File: src/rtl/fc_pkg.sv
package fc_pkg;
  typedef enum logic [1:0] {
    FC_OFF  = 2'b00,
    FC_SEC  = 2'b01,
    FC_PRI  = 2'b10,
    FC_PAIR = 2'b11
  } fc_mode_e;

  typedef struct packed {
    logic is_off;     // pause match complete
    logic is_on;      // resume match complete
    logic xon_code;   // byte equals a resume code of the mode
    logic first_off;  // byte could open a pause pair
    logic first_on;   // byte could open a resume pair
    logic sp_hit;     // special-character detect
  } fc_class_t;
endpackage

File: src/rtl/fc_classify.sv
module fc_classify
  import fc_pkg::*;
#(
  parameter int W = 8
) (
  input  fc_mode_e         mode,
  input  logic [W-1:0]     chr,
  input  logic [W-1:0]     xon_a,
  input  logic [W-1:0]     xon_b,
  input  logic [W-1:0]     xoff_a,
  input  logic [W-1:0]     xoff_b,
  input  logic             pend_off,
  input  logic             pend_on,
  input  logic             special_en,
  output fc_class_t        cls
);
  localparam int NCODE  = 4;
  localparam int I_ONA  = 0;
  localparam int I_ONB  = 1;
  localparam int I_OFFA = 2;
  localparam int I_OFFB = 3;

  logic [W-1:0]     codes [NCODE];
  logic [NCODE-1:0] eq;

  assign codes[I_ONA]  = xon_a;
  assign codes[I_ONB]  = xon_b;
  assign codes[I_OFFA] = xoff_a;
  assign codes[I_OFFB] = xoff_b;

  for (genvar i = 0; i < NCODE; i++) begin : g_cmp
    assign eq[i] = (chr == codes[i]);
  end

  always_comb begin
    cls = '0;
    unique case (mode)
      FC_PRI: begin
        cls.is_off   = eq[I_OFFA];
        cls.is_on    = !eq[I_OFFA] && eq[I_ONA];
        cls.xon_code = eq[I_ONA];
      end
      FC_SEC: begin
        cls.is_off   = eq[I_OFFB];
        cls.is_on    = !eq[I_OFFB] && eq[I_ONB];
        cls.xon_code = eq[I_ONB];
      end
      FC_PAIR: begin
        cls.is_off    = pend_off && eq[I_OFFB];
        cls.is_on     = !(pend_off && eq[I_OFFB]) && pend_on && eq[I_ONB];
        cls.xon_code  = eq[I_ONA] || eq[I_ONB];
        cls.first_off = eq[I_OFFA];
        cls.first_on  = eq[I_ONA];
      end
      default: ;
    endcase
    cls.sp_hit = special_en && eq[I_OFFB] && !cls.is_off && !cls.is_on;
  end
endmodule

File: src/rtl/fc_pair_track.sv
module fc_pair_track (
  input  logic clk,
  input  logic rst_n,
  input  logic in_pair,
  input  logic accept,
  input  logic done,
  input  logic first_off,
  input  logic first_on,
  output logic pend_off,
  output logic pend_on
);
  always_ff @(posedge clk or negedge rst_n) begin
    if (!rst_n) begin
      pend_off <= 1'b0;
      pend_on  <= 1'b0;
    end else if (!in_pair) begin
      pend_off <= 1'b0;
      pend_on  <= 1'b0;
    end else if (accept) begin
      pend_off <= !done && first_off;
      pend_on  <= !done && first_on;
    end
  end
endmodule

File: src/rtl/fc_flow_state.sv
module fc_flow_state (
  input  logic clk,
  input  logic rst_n,
  input  logic flow_on,
  input  logic accept,
  input  logic is_off,
  input  logic is_on,
  input  logic wake,
  input  logic sp_hit,
  input  logic irq_en,
  input  logic iir_read,
  input  logic tx_busy,
  output logic halt_req,
  output logic flag,
  output logic tx_halt
);
  logic flag_set, flag_clr, resume;

  assign resume   = accept && (is_on || wake);
  assign flag_set = accept && (is_off || sp_hit) && irq_en;
  assign flag_clr = iir_read || resume;

  always_ff @(posedge clk or negedge rst_n) begin
    if (!rst_n)               halt_req <= 1'b0;
    else if (!flow_on)        halt_req <= 1'b0;
    else if (accept && is_off) halt_req <= 1'b1;
    else if (resume)          halt_req <= 1'b0;
  end

  always_ff @(posedge clk or negedge rst_n) begin
    if (!rst_n)        flag <= 1'b0;
    else if (flag_set) flag <= 1'b1;
    else if (flag_clr) flag <= 1'b0;
  end

  always_ff @(posedge clk or negedge rst_n) begin
    if (!rst_n)        tx_halt <= 1'b0;
    else if (!flow_on) tx_halt <= 1'b0;
    else if (!tx_busy) tx_halt <= halt_req;
  end
endmodule

File: src/rtl/fc_rx_detect.sv
module fc_rx_detect
  import fc_pkg::*;
#(
  parameter int W = 8
) (
  input  logic         clk,
  input  logic         rst_n,
  input  logic         rx_valid,
  output logic         rx_ready,
  input  logic [W-1:0] rx_data,
  output logic         store_valid,
  input  logic         store_ready,
  output logic [W-1:0] store_data,
  input  logic [1:0]   rx_mode,
  input  logic         any_resume,
  input  logic         special_en,
  input  logic         irq_en,
  input  logic         iir_read,
  input  logic [W-1:0] xon_a,
  input  logic [W-1:0] xon_b,
  input  logic [W-1:0] xoff_a,
  input  logic [W-1:0] xoff_b,
  input  logic         tx_busy,
  output logic         tx_halt,
  output logic         irq
);
  fc_mode_e  mode;
  fc_class_t cls;
  logic pend_off, pend_on, halt_req, flag;
  logic wake, keep, accept, done;

  assign mode = fc_mode_e'(rx_mode);

  fc_classify #(.W(W)) u_cls (
    .mode(mode), .chr(rx_data),
    .xon_a(xon_a), .xon_b(xon_b), .xoff_a(xoff_a), .xoff_b(xoff_b),
    .pend_off(pend_off), .pend_on(pend_on), .special_en(special_en),
    .cls(cls)
  );

  assign wake   = any_resume && halt_req && !cls.is_off && !cls.is_on;
  assign keep   = !cls.is_off && !cls.is_on && !(wake && cls.xon_code);
  assign rx_ready    = store_ready || !keep;
  assign accept      = rx_valid && rx_ready;
  assign store_valid = rx_valid && keep;
  assign store_data  = rx_data;
  assign done        = cls.is_off || cls.is_on || wake;

  fc_pair_track u_pair (
    .clk(clk), .rst_n(rst_n), .in_pair(mode == FC_PAIR), .accept(accept),
    .done(done), .first_off(cls.first_off), .first_on(cls.first_on),
    .pend_off(pend_off), .pend_on(pend_on)
  );

  fc_flow_state u_state (
    .clk(clk), .rst_n(rst_n), .flow_on(mode != FC_OFF), .accept(accept),
    .is_off(cls.is_off), .is_on(cls.is_on), .wake(wake), .sp_hit(cls.sp_hit),
    .irq_en(irq_en), .iir_read(iir_read), .tx_busy(tx_busy),
    .halt_req(halt_req), .flag(flag), .tx_halt(tx_halt)
  );

  assign irq = flag && irq_en;
endmodule

File: config.mk
export PLATFORM = sky130hd
export DESIGN_NAME = fc_rx_detect
export DESIGN_NICKNAME = d
export VERILOG_FILES = /design/src/rtl/fc_pkg.sv /design/src/rtl/fc_classify.sv /design/src/rtl/fc_pair_track.sv /design/src/rtl/fc_flow_state.sv /design/src/rtl/fc_rx_detect.sv
export SDC_FILE = /design/constraint.sdc
export NUM_CORES = 1
export LEC_CHECK = 0
export BUFFER_PORTS_ARGS = -buffer_cell sky130_fd_sc_hd__buf_4
export CAP_MARGIN = 20
export CORE_MARGIN = 10
export CORE_UTILIZATION = 38
export CTS_BUF_LIST = sky130_fd_sc_hd__clkbuf_4 sky130_fd_sc_hd__clkbuf_8
export DETAILED_ROUTE_END_ITERATION = 6
export HOLD_SLACK_MARGIN = 0.15
export PLACE_DENSITY_LB_ADDON = 0.3
export SLEW_MARGIN = 30
export SYNTH_ARGS = -nofsm -noshare
export SYNTH_HDL_FRONTEND = slang
export SYNTH_SLANG_ARGS = --single-unit
File: constraint.sdc
create_clock -name clk -period 1.2 [get_ports clk]
set_input_delay 0.12 -clock clk [delete_from_list [all_inputs] [get_ports clk]]
set_output_delay 0.12 -clock clk [all_outputs]
set_load 0.01 [all_outputs]
* Word level (Yosys, flattened, before mapping) *
Cells that the tools add are included.

word-level totals
  register bits after elaboration = 5
  output and inout port bits = 12
  logic and storage cells = 68

cells by class
  eq/ne operators = 10
  multiplexer cells = 13
  reductions and logical operators = 40

operator list
  operator                                               count
  == test 8 bit                                          4
  logical AND 1 bit                                      23
  two-way mux 1 bit                                      11
  case mux 3 bit (3 select lines)                        1
  zero test 1 bit                                        8
  logical OR 1 bit                                       7
  == test 2 bit, second input constant                   2
  nonzero test 2 bit                                     2
  inequality test 3 bit, second input constant           1
  == test 2 x 1 -> 1 bit, second input constant          1
  two-way mux 2 bit                                      1
  inequality test 2 x 1 -> 1 bit, second input constant  1
  inequality test 2 bit, second input constant           1

* Depth between registers and ports, before layout *
  depth after elaboration = 19
  mapped depth = 6
  mapped depth without buffers = 6

* Cells and area by module *
Synthesis repeated with hierarchy kept, for this count alone.

unflattened totals
  cells, all modules = 102
  area, all modules = 827.0 sq um

by module, submodules not included
  module         instances  cells each  area each (sq um)  sequential area each (sq um)
  fc_classify    1          63          469.2              0.0
  fc_rx_detect   1          19          136.4              0.0
  fc_flow_state  1          12          131.4              75.1
  fc_pair_track  1          8           90.1               50.0

* Least setup slack after synthesis *
OpenSTA, ideal clock, no wires.

  path type = in2out
  start = input port xoff_b[6]
  end = output port store_valid
  arrival = 1.321 ns
  path slack = -0.241 ns
  stages on the path = 6
  buffers on the path = 0
  cells stage by stage = xor2_1 > nor4_2 > a221oi_2 > o21ai_4 > nand2_1 > nor3_1

on the way
  cells in the longest elaborated chain, start to end = 12
  elaborated cells on any way between the ends = 17
  classes of those cells = eq/ne: 1; mux: 1; reduce/logical: 15

ends and longest elaborated chain
  item                               line                                    RTL
  start: declaration                 fc_rx_detect.sv:22                      input logic [W-1:0] xoff_b,
  == test 8 bit *                    fc_classify.sv:32                       assign eq[i] = (chr == codes[i]);
  logical AND 1 bit                  fc_classify.sv:49, fc_classify.sv:50
  zero test 1 bit                    fc_classify.sv:50                       cls.is_on = !(pend_off && eq[I_OFFB]) && pend_on && eq[I_ONB];
  logical AND 1 bit (2 in series)    fc_classify.sv:50
  case mux 3 bit (3 select lines) *  fc_classify.sv:37                       unique case (mode)
  zero test 1 bit                    fc_rx_detect.sv:41, fc_rx_detect.sv:42
  logical AND 1 bit                  fc_rx_detect.sv:41                      assign wake = any_resume && halt_req && !cls.is_off && !cls.is_on;
  logical AND 1 bit                  fc_rx_detect.sv:42                      assign keep = !cls.is_off && !cls.is_on && !(wake && cls.xon_code);
  zero test 1 bit                    fc_rx_detect.sv:42
  logical AND 1 bit *                fc_rx_detect.sv:42
  logical AND 1 bit *                fc_rx_detect.sv:45                      assign store_valid = rx_valid && keep;
  end: declaration                   fc_rx_detect.sv:11                      output logic store_valid,

Mark *: on every way between the ends. The rest lies on a longest branch, timed or not.

* Final worst setup path *
  start = register u_pair.pend_off
  end = output port store_valid

on the way
  cells in the longest elaborated chain, start to end = 11
  elaborated cells on any way between the ends = 14
  classes of those cells = mux: 1; reduce/logical: 13

ends and longest elaborated chain
  item                               line                                    RTL
  start: declaration                 fc_pair_track.sv:9                      output logic pend_off,
  start signal: assignment           fc_pair_track.sv:20                     pend_off <= !done && first_off;
  logical AND 1 bit *                fc_classify.sv:49, fc_classify.sv:50
  zero test 1 bit                    fc_classify.sv:50
  logical AND 1 bit (2 in series)    fc_classify.sv:50
  case mux 3 bit (3 select lines) *  fc_classify.sv:37
  zero test 1 bit                    fc_rx_detect.sv:41, fc_rx_detect.sv:42
  logical AND 1 bit                  fc_rx_detect.sv:41
  logical AND 1 bit                  fc_rx_detect.sv:42
  zero test 1 bit                    fc_rx_detect.sv:42
  logical AND 1 bit *                fc_rx_detect.sv:42
  logical AND 1 bit *                fc_rx_detect.sv:45

Marks and branches as above.

==> flow_summary.yaml <==
timing:
  setup_viol: 6
  hold_ws_ns: 0.150
  drv_slew: 0
  rsz0062_at_grt: "true"
  slew_headroom_pct: 78.7
  tightest_slew_ns: 0.318
  period_share_pct: 143
  fmax_ghz: 0.585
  fin_skew_ns: 0.0164
  final-hold-violation-count: 0
  finalCriticalPeriod_ns: 1.71
  fin_ws_ns: -0.510
setup_path:
  startpoint_type: "register"
  reg2reg_slack_ns: -0.38
  cpLargestDelayFamily: "compound AO/OA/AOI/OAI gates"
  path_class: "register to output pin"
  reg2regPathDepth: 8
  r2r-end: "u_state.halt_req$_DFFE_PN0P_"
  r2r_start: "u_pair.pend_on$_DFFE_PN0P_"
  cp_slowest_cell: "dfrtp_1"
  crit_buf_inv: 1
  crit_required_ns: 1.08
  path_max_fanout: 3
  end_kind: "output pin"
  cpPeakStageDelay_ns: 0.42
  critical_path_arrival_ns: 1.59
  path_cells: "o21ai_1, o221a_4, nand2_4, nor3_4, buf_6"
clock_network:
  cts.clk_slew.worst_paths_ns: 0.06
  cts.sinks: 5
  cts_tree: "yes"
  clockBufferDepth: 2
  numCtsBuffers: 3
  insertion_delay_ns: 0.26
  htreeDepth: 1
  cts_root_buffer: "clkbuf_4"
placed_design:
  port_buffers: 62
  hpwl_um: 2990
  gp_congestion: 0.826
  pre_cts_ws_ns: -0.510
final_layout:
  regArea_um2: 125
  fillerInstances: 132
  multi_input_area_um2: 876
  nNetsFinal: 240
  syn_to_final_growth_pct: 102
  num_antenna_cells: 0
  layout-drive-gt1-share_pct: 64.4
logic_synthesis:
  syn_nets: 154
  netlist_area_um2: 906
  syn-instance-count: 103
  synth.largest_area_cell: "xnor2_1"
  synth_seq_cells: 5
  synth_top_area_share_pct: 15.5
  ys_seq_area_share_pct: 13.8
  synth_area_leaders: "xnor2_1 (15%), xor2_1 (15%), dfrtp_1 (14%)"
  yosysWarnings: 0
  avgSynthCellArea_um2: 8.79
  synth_cell_types: 33
floorplan:
  io_pins: 63
  die_h_um: 68.8
  die_w_um: 68.8
  start_util_pct: 40.6
  core-area_um2: 2230
  placementRows: 17
  die_area_um2: 4740
outcome:
  outcome: "complete, but fails checks"
  violations: "negative setup slack"
routing:
  final_antenna_net_count: 0
  wl_met2_um: 2280
  route.detailed.drc: 0
  vias_per_cell: 5.25
  wl_per_cell_um: 19.8
  wl_met3_um: 241
  met1Wirelength_um: 1620
  routed_wl_um: 4270
  drt-pass1-iter-count: 4
  drt_iter0_markers: 34
  top_layer: "met4"
  via_count: 1135
grt:
  grt_overflow: 0
  antenna_found_initial: 0
  grt_max_degree: 7
  grt_pass1_wl_um: 6220
  grt_pass1_vias: 1228
  grtUsageTotal_pct: 17.1
worst_hold_path:
  hold_start: "tx_busy"
  hold_path_end: "u_state.tx_halt$_DFFE_PN0P_"
  worstHoldPathCells: 3
  hold_class: "primary input to register"
job:
  maxCapViolCount: 0
power_and_ir_drop:
  max-vdd-ir-drop_uv: 524
  switchingPower_mw: 0.308
  internal_power_mw: 0.601
  p_leak_nw: 0.824
  switching_share_pct: 33.9
  power_frac_seq_pct: 18.7
  power-per-cell-area_nw_per_um2: 495
  clockPowerShare_pct: 26.3
  pwr-share-comb_pct: 55.0
[cell type report]
type                    count  share of cell area (%)
flip-flops and latches      5                    6.82
repair buffers             89                    41.3
inverters                   3                   0.614
clock buffers               4                    1.64
well taps                  28                    1.91
multi-input cells          87                    47.7
[cell families after synthesis]
group | share of synthesized area [%]
compound gates | 18.5
xor+xnor | 30.9
buf+inv | 7.87
flops | 13.8
mux | 1.11
simple gates | 27.8
[cell usage in the layout, fill, tap and decap left out, drive strengths merged, types with 2 or more instances in the layout]
master	netlist	routed
xnor2	16	16
nor2	4	4
nand4	3	3
dfrtp	5	5
xor2	16	16
o22ai	2	2
nand2	7	7
inv	3	3
clkbuf	0	4
dlygate4sd3	0	4
and2	4	4
nand3	5	5
buf	8	85
nor4	4	4
o2111ai	2	2
o21ai	4	4
a31oi	2	2
nor3	5	5
[cell usage after synthesis]
cell and instances:
xnor2_1 16, xor2_1 16, buf_4 8, nand2_1 7, dfrtp_1 5, nand3_1 5
and2_1 4, nor2_1 4, nor3_1 4, nor4_2 4, inv_1 3, a31oi_1 2
nand4_2 2, o2111ai_1 2, o21ai_0 2, o22ai_1 2, a2111o_2 1, a221oi_2 1
mux2i_1 1, nand2b_1 1, nand4_1 1, nand4b_1 1, nand4bb_4 1, nor2b_1 1
nor3_2 1, o211ai_2 1, o21a_1 1, o21ai_1 1, o21ai_4 1, o221a_4 1
o221ai_1 1, o31ai_1 1, o32a_1 1
[worst max path at each step]
stage / from / end / cells after the start
floorplan: xoff_b[4] / u_pair.pend_on$_DFFE_PN0P_ / 6
global placement: rx_data[7] / store_valid / 8
detailed placement: rx_data[6] / store_valid / 8
CTS: xoff_b[3] / rx_ready / 8
global route: u_pair.pend_off$_DFFE_PN0P_ / store_valid / 5
finish: u_pair.pend_off$_DFFE_PN0P_ / store_valid / 5
[worst reg2reg max path: cells and delay by family, from the launching register on]
family                 cells  cell delay [ns]
buffers and inverters      4             0.44
AO/OA/AOI/OAI              4             0.62
flip-flops                 1             0.38
[power by group through the flow]
stage / registers, mW / logic (mW) / clock network, mW
detailed placement: 0.173 / 0.398 / 0
global route: 0.170 / 0.530 / 0.258
finish: 0.170 / 0.500 / 0.239
CTS: 0.170 / 0.459 / 0.228
floorplan: 0.173 / 0.173 / 0
global placement: 0.173 / 0.391 / 0
[sequential cells by signal, summed over array words and instances, names as in the netlist]
register and flops:
u_pair.pend_off 1, u_pair.pend_on 1, u_state.flag 1, u_state.halt_req 1
u_state.tx_halt 1
[layer usage]
| layer | up-vias | track usage (%) |
|---|---|---|
| met5 | - | 0 |
| met2 | 52 | 34.2 |
| met3 | 11 | 1.61 |
| met4 | 0 | 4.19 |
| li1 | 531 | - |
| met1 | 541 | 18.5 |
[metrics by stage]
stage	util, %	area [µm²]	std cells	power, mW	TNS (ns)
2_1_floorplan	-	911	103	0.346	-0.515
6_report	82.1	1830	216	0.909	-2.09
5_1_grt	82.1	1830	216	0.958	-2.29
3_5_place_dp	66.6	1490	203	0.571	-2.61
3_3_place_gp	66.6	1490	203	0.563	-2.40
4_1_cts	77.6	1730	214	0.857	-1.61
[repair_timing]
item                                    CTS  global route
endpoints found under the setup margin    6             7
endpoints found under the hold margin     8             1
resized for setup                        29            15
cloned                                    0             0
setup buffers                             5             2
hold buffers                              3             1
pin swaps                                20             9
Note: power is estimated with default switching activity, not from simulation.
